[config.mk]
export PLATFORM = sky130hd
export DESIGN_NAME = itr_regfile
export DESIGN_NICKNAME = d
export VERILOG_FILES = /design/src/rtl/itr_regfile.sv
export SDC_FILE = /design/constraint.sdc
export NUM_CORES = 1
export LEC_CHECK = 0
export CAP_MARGIN = 10
export CELL_PAD_IN_SITES_DETAIL_PLACEMENT = 1
export CELL_PAD_IN_SITES_GLOBAL_PLACEMENT = 1
export CORE_ASPECT_RATIO = 1.4
export CORE_UTILIZATION = 45
export DETAILED_ROUTE_END_ITERATION = 16
export PLACE_DENSITY = 0.86
export REMOVE_ABC_BUFFERS = 1
export SYNTH_ARGS = -nofsm -noshare
export SYNTH_HDL_FRONTEND = slang
export SYNTH_SLANG_ARGS = --single-unit
[constraint.sdc]
create_clock -name clk -period 2.6 [get_ports clk]
set_clock_uncertainty 0.2 [all_clocks]
set_input_delay 0.26 -clock clk [delete_from_list [all_inputs] [get_ports clk]]
set_output_delay 0.26 -clock clk [all_outputs]
set_load 0.01 [all_outputs]
[src/rtl/itr_regfile.sv]
module itr_regfile #(
  parameter int          ADDR_W   = 16,
  parameter logic [63:0] TYPE_VAL = 64'h0000_0010_0004_2B19,
  parameter logic [63:0] TBL_MASK = 64'hC7FF_FFFF_FFFF_F3FF
) (
  input  logic              clk,
  input  logic              rst_n,
  input  logic [ADDR_W-1:0] reg_addr,
  input  logic              reg_wide,
  input  logic              reg_rd,
  input  logic              reg_wr,
  input  logic [63:0]       reg_wdata,
  output logic [63:0]       reg_rdata,
  output logic              reg_rvalid,
  output logic              reg_wack,
  output logic              reg_err,
  input  logic              rp_set,
  input  logic [63:0]       rp_set_val,
  output logic              svc_enabled,
  output logic              cfg_pulse
);
  localparam int NTBL  = 8;
  localparam int IDX_W = $clog2(NTBL);
  localparam logic [ADDR_W-1:0] A_CTRL = 'h000;
  localparam logic [ADDR_W-1:0] A_TYPE = 'h008;
  localparam logic [ADDR_W-1:0] A_CQB  = 'h080;
  localparam logic [ADDR_W-1:0] A_CWR  = 'h088;
  localparam logic [ADDR_W-1:0] A_CRD  = 'h090;
  localparam logic [ADDR_W-1:0] A_TBL  = 'h100;

  logic [31:0]            ctrl;
  logic [63:0]            cqb, cwr, crd;
  logic [NTBL-1:0][63:0]  tbl;

  wire hi   = reg_addr[2];
  wire ok32 = !reg_wide && reg_addr[1:0] == 2'b00;
  wire ok64 = reg_wide && reg_addr[2:0] == 3'b000;
  wire ok   = ok32 || ok64;
  wire [ADDR_W-4:0] qw = reg_addr[ADDR_W-1:3];

  wire s_ctrl = ok32 && reg_addr == A_CTRL;
  wire s_type = ok && qw == A_TYPE[ADDR_W-1:3];
  wire s_cqb  = ok && qw == A_CQB[ADDR_W-1:3];
  wire s_cwr  = ok && qw == A_CWR[ADDR_W-1:3];
  wire s_crd  = ok && qw == A_CRD[ADDR_W-1:3];
  wire s_tbl  = ok && reg_addr[ADDR_W-1:IDX_W+3] == A_TBL[ADDR_W-1:IDX_W+3];
  wire [IDX_W-1:0] tix = reg_addr[IDX_W+2:3];

  wire rd_ok  = s_ctrl | s_type | s_cqb | s_cwr | s_crd | s_tbl;
  wire wr_ok  = s_ctrl | s_cqb | s_cwr | s_tbl;
  wire wr     = reg_wr && wr_ok;
  wire locked = ctrl[0];
  wire [31:0] ctrl_nx = ctrl | reg_wdata[31:0];
  wire rp_clr = wr && ((s_ctrl && ctrl_nx[0]) || (s_cqb && !locked && !hi));

  function automatic logic [63:0] merge(input logic [63:0] old, input logic [63:0] d,
                                        input logic w, input logic h);
    if (w) return d;
    return h ? {d[31:0], old[31:0]} : {old[63:32], d[31:0]};
  endfunction

  logic [63:0] rval;
  always_comb begin
    rval = '0;
    if (s_ctrl)      rval = {32'b0, ctrl};
    else if (s_type) rval = TYPE_VAL;
    else if (s_cqb)  rval = cqb;
    else if (s_cwr)  rval = cwr;
    else if (s_crd)  rval = crd;
    else if (s_tbl)  rval = tbl[tix];
  end
  wire [63:0] rsel = reg_wide ? rval : {32'b0, hi ? rval[63:32] : rval[31:0]};

  always_ff @(posedge clk or negedge rst_n) begin
    if (!rst_n) begin
      ctrl <= '0; cqb <= '0; cwr <= '0; crd <= '0; tbl <= '0;
      reg_rdata <= '0; reg_rvalid <= 1'b0; reg_wack <= 1'b0; reg_err <= 1'b0;
      cfg_pulse <= 1'b0;
    end else begin
      reg_rvalid <= reg_rd && !reg_wr;
      reg_wack   <= reg_wr;
      reg_err    <= reg_wr ? !wr_ok : (reg_rd && !rd_ok);
      reg_rdata  <= (reg_rd && !reg_wr && rd_ok) ? rsel : '0;
      cfg_pulse  <= wr && s_ctrl && ctrl_nx[0];
      if (wr && s_ctrl) ctrl <= ctrl_nx;
      if (wr && s_cqb && !locked) cqb <= merge(cqb, reg_wdata, reg_wide, hi);
      if (wr && s_cwr) cwr <= merge(cwr, reg_wdata, reg_wide, hi);
      if (wr && s_tbl && !locked) tbl[tix] <= merge(tbl[tix], reg_wdata, reg_wide, hi) & TBL_MASK;
      if (rp_clr)      crd <= '0;
      else if (rp_set) crd <= rp_set_val;
    end
  end

  assign svc_enabled = ctrl[0];

  AST_ERR_HAS_RESP: assert property (@(posedge clk) disable iff (!rst_n)
    reg_err |-> (reg_rvalid || reg_wack));
  AST_ONE_RESP: assert property (@(posedge clk) disable iff (!rst_n)
    !(reg_rvalid && reg_wack));
  AST_CTRL_STICKY: assert property (@(posedge clk) disable iff (!rst_n)
    (ctrl & $past(ctrl)) == $past(ctrl));
  AST_PULSE_ACK: assert property (@(posedge clk) disable iff (!rst_n)
    cfg_pulse |-> (reg_wack && !reg_err && svc_enabled));
  AST_LOCK_HOLD: assert property (@(posedge clk) disable iff (!rst_n)
    svc_enabled |=> ($stable(cqb) && $stable(tbl)));
  AST_RP_QUIET: assert property (@(posedge clk) disable iff (!rst_n)
    (!rp_set && !reg_wr) |=> $stable(crd));
endmodule

======== After elaboration in Yosys (flattened, before gate mapping) ========
Cells that the tools add are included.
storage, ports and cells
  flip-flop bits (word level) ............. 804
  input bits .............................. 150
  logic and storage cells ................. 107
cells by class
  order comparisons ....................... 2
  equal/unequal tests ..................... 7
  multiplexer cells ....................... 28
  bitwise logic cells ..................... 9
  reduce and logical (&&, ||, !) cells .... 42
operator list
  kind                   number
  $mux W64               19
  $bwmux W512            1
  $bmux W64 S3           1
  $demux W64 S3          1
  $eq A13 B5 Y1 const B  3
  $mux W32               1
  $or A32 B32 Y32        1
  $logic_and A1 B1 Y1    24
  $logic_not A16 Y1      1
  $eq A13 B1 Y1 const B  1
  $eq A10 B3 Y1 const B  1
  $or A1 B1 Y1           8
  $reduce_and A2 Y1      4
  $logic_not A1 Y1       6
  $reduce_bool A2 Y1     3
  $mux W1                5
  $lt A3 B4 Y1 const B   1
  $ne A2 B1 Y1 const B   2
  $ge A3 B1 Y1 const B   1
  $logic_not A3 Y1       1
  $logic_not A2 Y1       1
  $logic_or A1 B1 Y1     2

======== Longest topological paths before layout ========
  depth in word-level cells ............... 14
  mapped depth ............................ 12

======== Least setup slack after synthesis ========
OpenSTA, ideal clock, no wires.
  path type ............................... input -> register
  start point ............................. input port reg_addr[15]
  end point ............................... register tbl[353] (netlist bit)
  library setup time ...................... 0.125 ns
  data arrival time ....................... 2.276 ns
  setup slack ............................. 0.000 ns
  cell stages on the path ................. 7
  buffers on the path ..................... 2
  path through ............................ nor4_2 -> nand3_2 -> or3_1 -> buf_2 -> nor3_2 -> buf_2 -> mux2_2
on the way
  cells in the longest elaborated chain, start to end .. 8
  elaborated cells between the ends (all ways) .. 14
  those cells by class .................... eq/ne (3); bitwise (3); reduce/logical (8)
RTL lines
  item                                                       RTL line  source
  start, declared                                            8         input logic [ADDR_W-1:0] reg_addr,
  $eq A13 B5 Y1 / $logic_not A16 Y1 (equally long branches)  43, 41
  $logic_and A1 B1 Y1 (on tied branches)                     43, 41
  $or A1 B1 Y1 (3 in series)                                 50        wire wr_ok = s_ctrl | s_cqb | s_cwr | s_tbl;
  $logic_and A1 B1 Y1                                        51        wire wr = reg_wr && wr_ok;
  $logic_and A1 B1 Y1 (*) (2 in series)                      88        if (wr && s_tbl && !locked) tbl[tix] <= merge(tbl[tix], reg_wdata, reg_wide, hi) & TBL_MASK;
  end signal, assigned by index                              88
  end, declared                                              33        logic [NTBL-1:0][63:0] tbl;
Every way passes the cells marked *; elsewhere a longest branch is shown, timed or not.
A chain may end at the register's enable or synchronous reset.

======== Worst setup path after layout ========
  start point ............................. input port reg_addr[4]
  end point ............................... register tbl[79] (netlist bit)
on the way
  cells in the longest elaborated chain, start to end .. 8
  elaborated cells between the ends (all ways) .. 23
  those cells by class .................... order compare (2); eq/ne (2); mux (8); bitwise (3); reduce/logical (8)
RTL lines
  item                                                       RTL line
  $eq A13 B5 Y1 / $logic_not A16 Y1 (equally long branches)  43, 41
  $logic_and A1 B1 Y1 (on tied branches)                     43, 41
  $or A1 B1 Y1 (3 in series)                                 50
  $logic_and A1 B1 Y1                                        51
  $logic_and A1 B1 Y1 (2 in series)                          88
Several ways; a longest one is shown, not always the timed one. The select of a mux whose other input is x is not followed.

==> impl_metrics.ini <==
[global_routing]
grt_pass1_wl_um = 259000
grt_pass1_vias = 37500
grt_usage_pct = 45.2
antenna_found_initial = 20
grt_max_degree = 95
grt_overflow = 0

[route]
ant_nets = 0
via_count = 34400
routed_wl_um = 178000
wl_per_cell_um = 37.4
drc = 0
via_per_inst = 7.23
drt-initial-drc-count = 5281
drt-met1-wl_um = 57800
highest_layer = met5
wl_met3_um = 23200
dr_wl_met2_um = 77700
firstDrtPassIters = 8

[timing]
hold_ws_ns = -0.00177
setup_viol = 36
hold_viol = 1
setup_slack_ns = -0.333
rsz0062_at_grt = yes
fmax_mhz = 341
tightest_slew_ns = 0.916
post-route-period-util_pct = 113
maxSlewViolCount = 0
fin_crit_ns = 2.93
max_slew_margin_pct = 37.2

[yosys]
ys_seq_elements = 764
syn_avg_cell_area_um2 = 10.7
yosys.area_share.simple_pct = 12.2
ys_async_sr_fraction_pct = 100
ys_dominant_reg_cell = dfrtp_1
synth_top_family_by_area = multiplexers
yosysSeqAreaShare_pct = 54.8
netlist_area_um2 = 34900
synthMuxAreaShare_pct = 15.9
synth_edf_count = 0
yosysTopAreaCell = dfrtp_1
synth_xor_area_share_pct = 0
yosysTopAreaCellShare_pct = 54.8
synth_fa_ha_area_share_pct = 0
yosys_warnings = 0
synthCells = 3258
yosys-top-cells-area = dfrtp_1 (55%), mux2_2 (9.0%), nand2_1 (7.4%)
synth-compound-area-share_pct = 13.9
yosysUniqueCellTypes = 69

[critical_path]
critPathKind = input pin to flip-flop
crit_buf_inv = 5
cp_max_fo = 28
crit_top_cell = buf_4
max_stage_delay_ns = 0.75
start_kind = input pin
critPathSlowestCell = mux2i_1
crit_required_ns = 2.92
crit_path_cell_trace = clkbuf_8 > buf_4 > buf_4 > buf_12 > mux4_2 > nand2_1 > nand2_1 > mux2i_1 > buf_4 > o21ai_0
cp_top_family = multiplexers
cp.arrival_ns = 3.25
worstSetupEndpointType = flip-flop
r2r_setup_slack_ns = -0.20

[clock_tree]
cts_tree = done
clk_latency_ns = 0.68
cts.clk_slew.worst_paths_ns = 0.07
cts-root-buf = clkbuf_16
clockBufferDepth = 3
htreeDepth = 3
cts_buffers = 77
cts_sinks = 764

[place]
pre_cts_ws_ns = -0.627
port_buffers = 218
hpwl_um = 102000
place_area_um2 = 41300
gp_congestion = 0.921

[floorplanning]
die_y_um = 331
fp.dieArea_um2 = 78600
core_um2 = 76600
rows = 120
initial_core_util_pct = 45.6
die_x_um = 237
io_pins = 219

[hold_path]
hp-class = input pin to flip-flop

[final_layout]
fin_nets = 3866
syn_to_final_growth_pct = 26.1
layout_common_cells = dfrtp_1 (764), nand2_1 (688), buf_4 (343)
fin_util_pct = 57.4
fillCellCount = 7920
drive_above_1_share_pct = 25.3
layout_commonest_cell = dfrtp_1
final_area_um2 = 44000

[pwr]
p_per_area_nw_per_um2 = 599
irDropWorstVdd_uv = 500
leakagePower_nw = 21.0
total_power_mw = 26.3

[outcome]
status = complete, but fails checks
violations = negative hold slack, negative setup slack

[job]
max-cap-violations = 0
-- sequential cells by signal, summed over array words and instances, names as in the netlist --
signal / flops
cfg_pulse: 1
cqb: 64
crd: 64
ctrl: 32
cwr: 64
reg_err: 1
reg_rdata: 64
reg_rvalid: 1
reg_wack: 1
tbl: 472
-- per-layer routing --
layer	vias to the layer above	GRT usage, %
li1	12400	-
met1	16900	50.7
met2	3532	67.7
met3	1481	17.3
met4	14	38.5
met5	-	0.433
-- worst paths after layout --
kind,start,endpoint,cells after the start
worst max-delay path,reg_addr[4],tbl[79]$_DFFE_PN0P_,10
worst min-delay path,rp_set_val[51],crd[51]$_DFFE_PN0P_,3
worst max register to register,tbl[239]$_DFFE_PN0P_,tbl[111]$_DFFE_PN0P_,5
worst min register to register,ctrl[4]$_DFFE_PN0P_,ctrl[4]$_DFFE_PN0P_,1
max in group asynchronous,rst_n,crd[63]$_DFFE_PN0P_,4
min in group asynchronous,rst_n,crd[27]$_DFFE_PN0P_,3
-- through the flow --
stage | instances | setup TNS [ns]
finish | 4755 | -4.34
global route | 4747 | -2.69
CTS | 4742 | 0
detailed placement | 4607 | -273.36
global placement | 4607 | -200.51
floorplan | 3004 | -690.97
-- tightest hold or removal path, delay by kind of cell --
family,cells,cell delay (ns)
muxes,1,0.13
and+or+nand+nor,1,0.05
buffers and inverters,1,0.39
-- timing repair --
| action | CTS | global route |
|---|---|---|
| endpoints found under the hold margin | 626 | 0 |
| setup endpoints to repair | 3 | 200 |
| cloned | 0 | 0 |
| buffers inserted | 0 | 3 |
| gates resized for setup | 3 | 27 |
| hold buffers | 2 | 0 |
| pin swaps | 0 | 3 |
-- cell type report --
cell class              instances  area [um^2]  share of cell area [%]
inverters                      12         45.0                   0.102
repair buffers                633         6210                    14.1
well taps                     976         1220                    2.78
flip-flops and latches        764        19100                    43.5
clock buffers                 106         2170                    4.93
diodes                          9         22.5                  0.0512
clock inverters                27          313                   0.711
multi-input cells            2228        14900                    33.8
-- Yosys cell counts (22+ instances only) --
library cell  count
a21oi_1          85
o21ai_0         289
a21o_1           33
mux4_2           48
o22ai_1          54
mux2_2          279
o221ai_1         49
a22oi_1          30
nor2_1          186
dfrtp_1         764
nand2_1         691
buf_2            84
mux2i_1         133
clkbuf_1        149
nor2b_1          42
o221a_2          22
-- logic make-up after synthesis --
family | after synthesis
simple gates | 1022
flops | 764
compound gates | 746
buf+inv | 266
mux | 460
-- power breakdown --
group	internal (mW)	switching, mW
clock	6.43	5.29
sequential	12.0	0.119
combinational	0.882	1.63
total	19.3	7.03
Note: power is estimated with default switching activity, not from simulation.
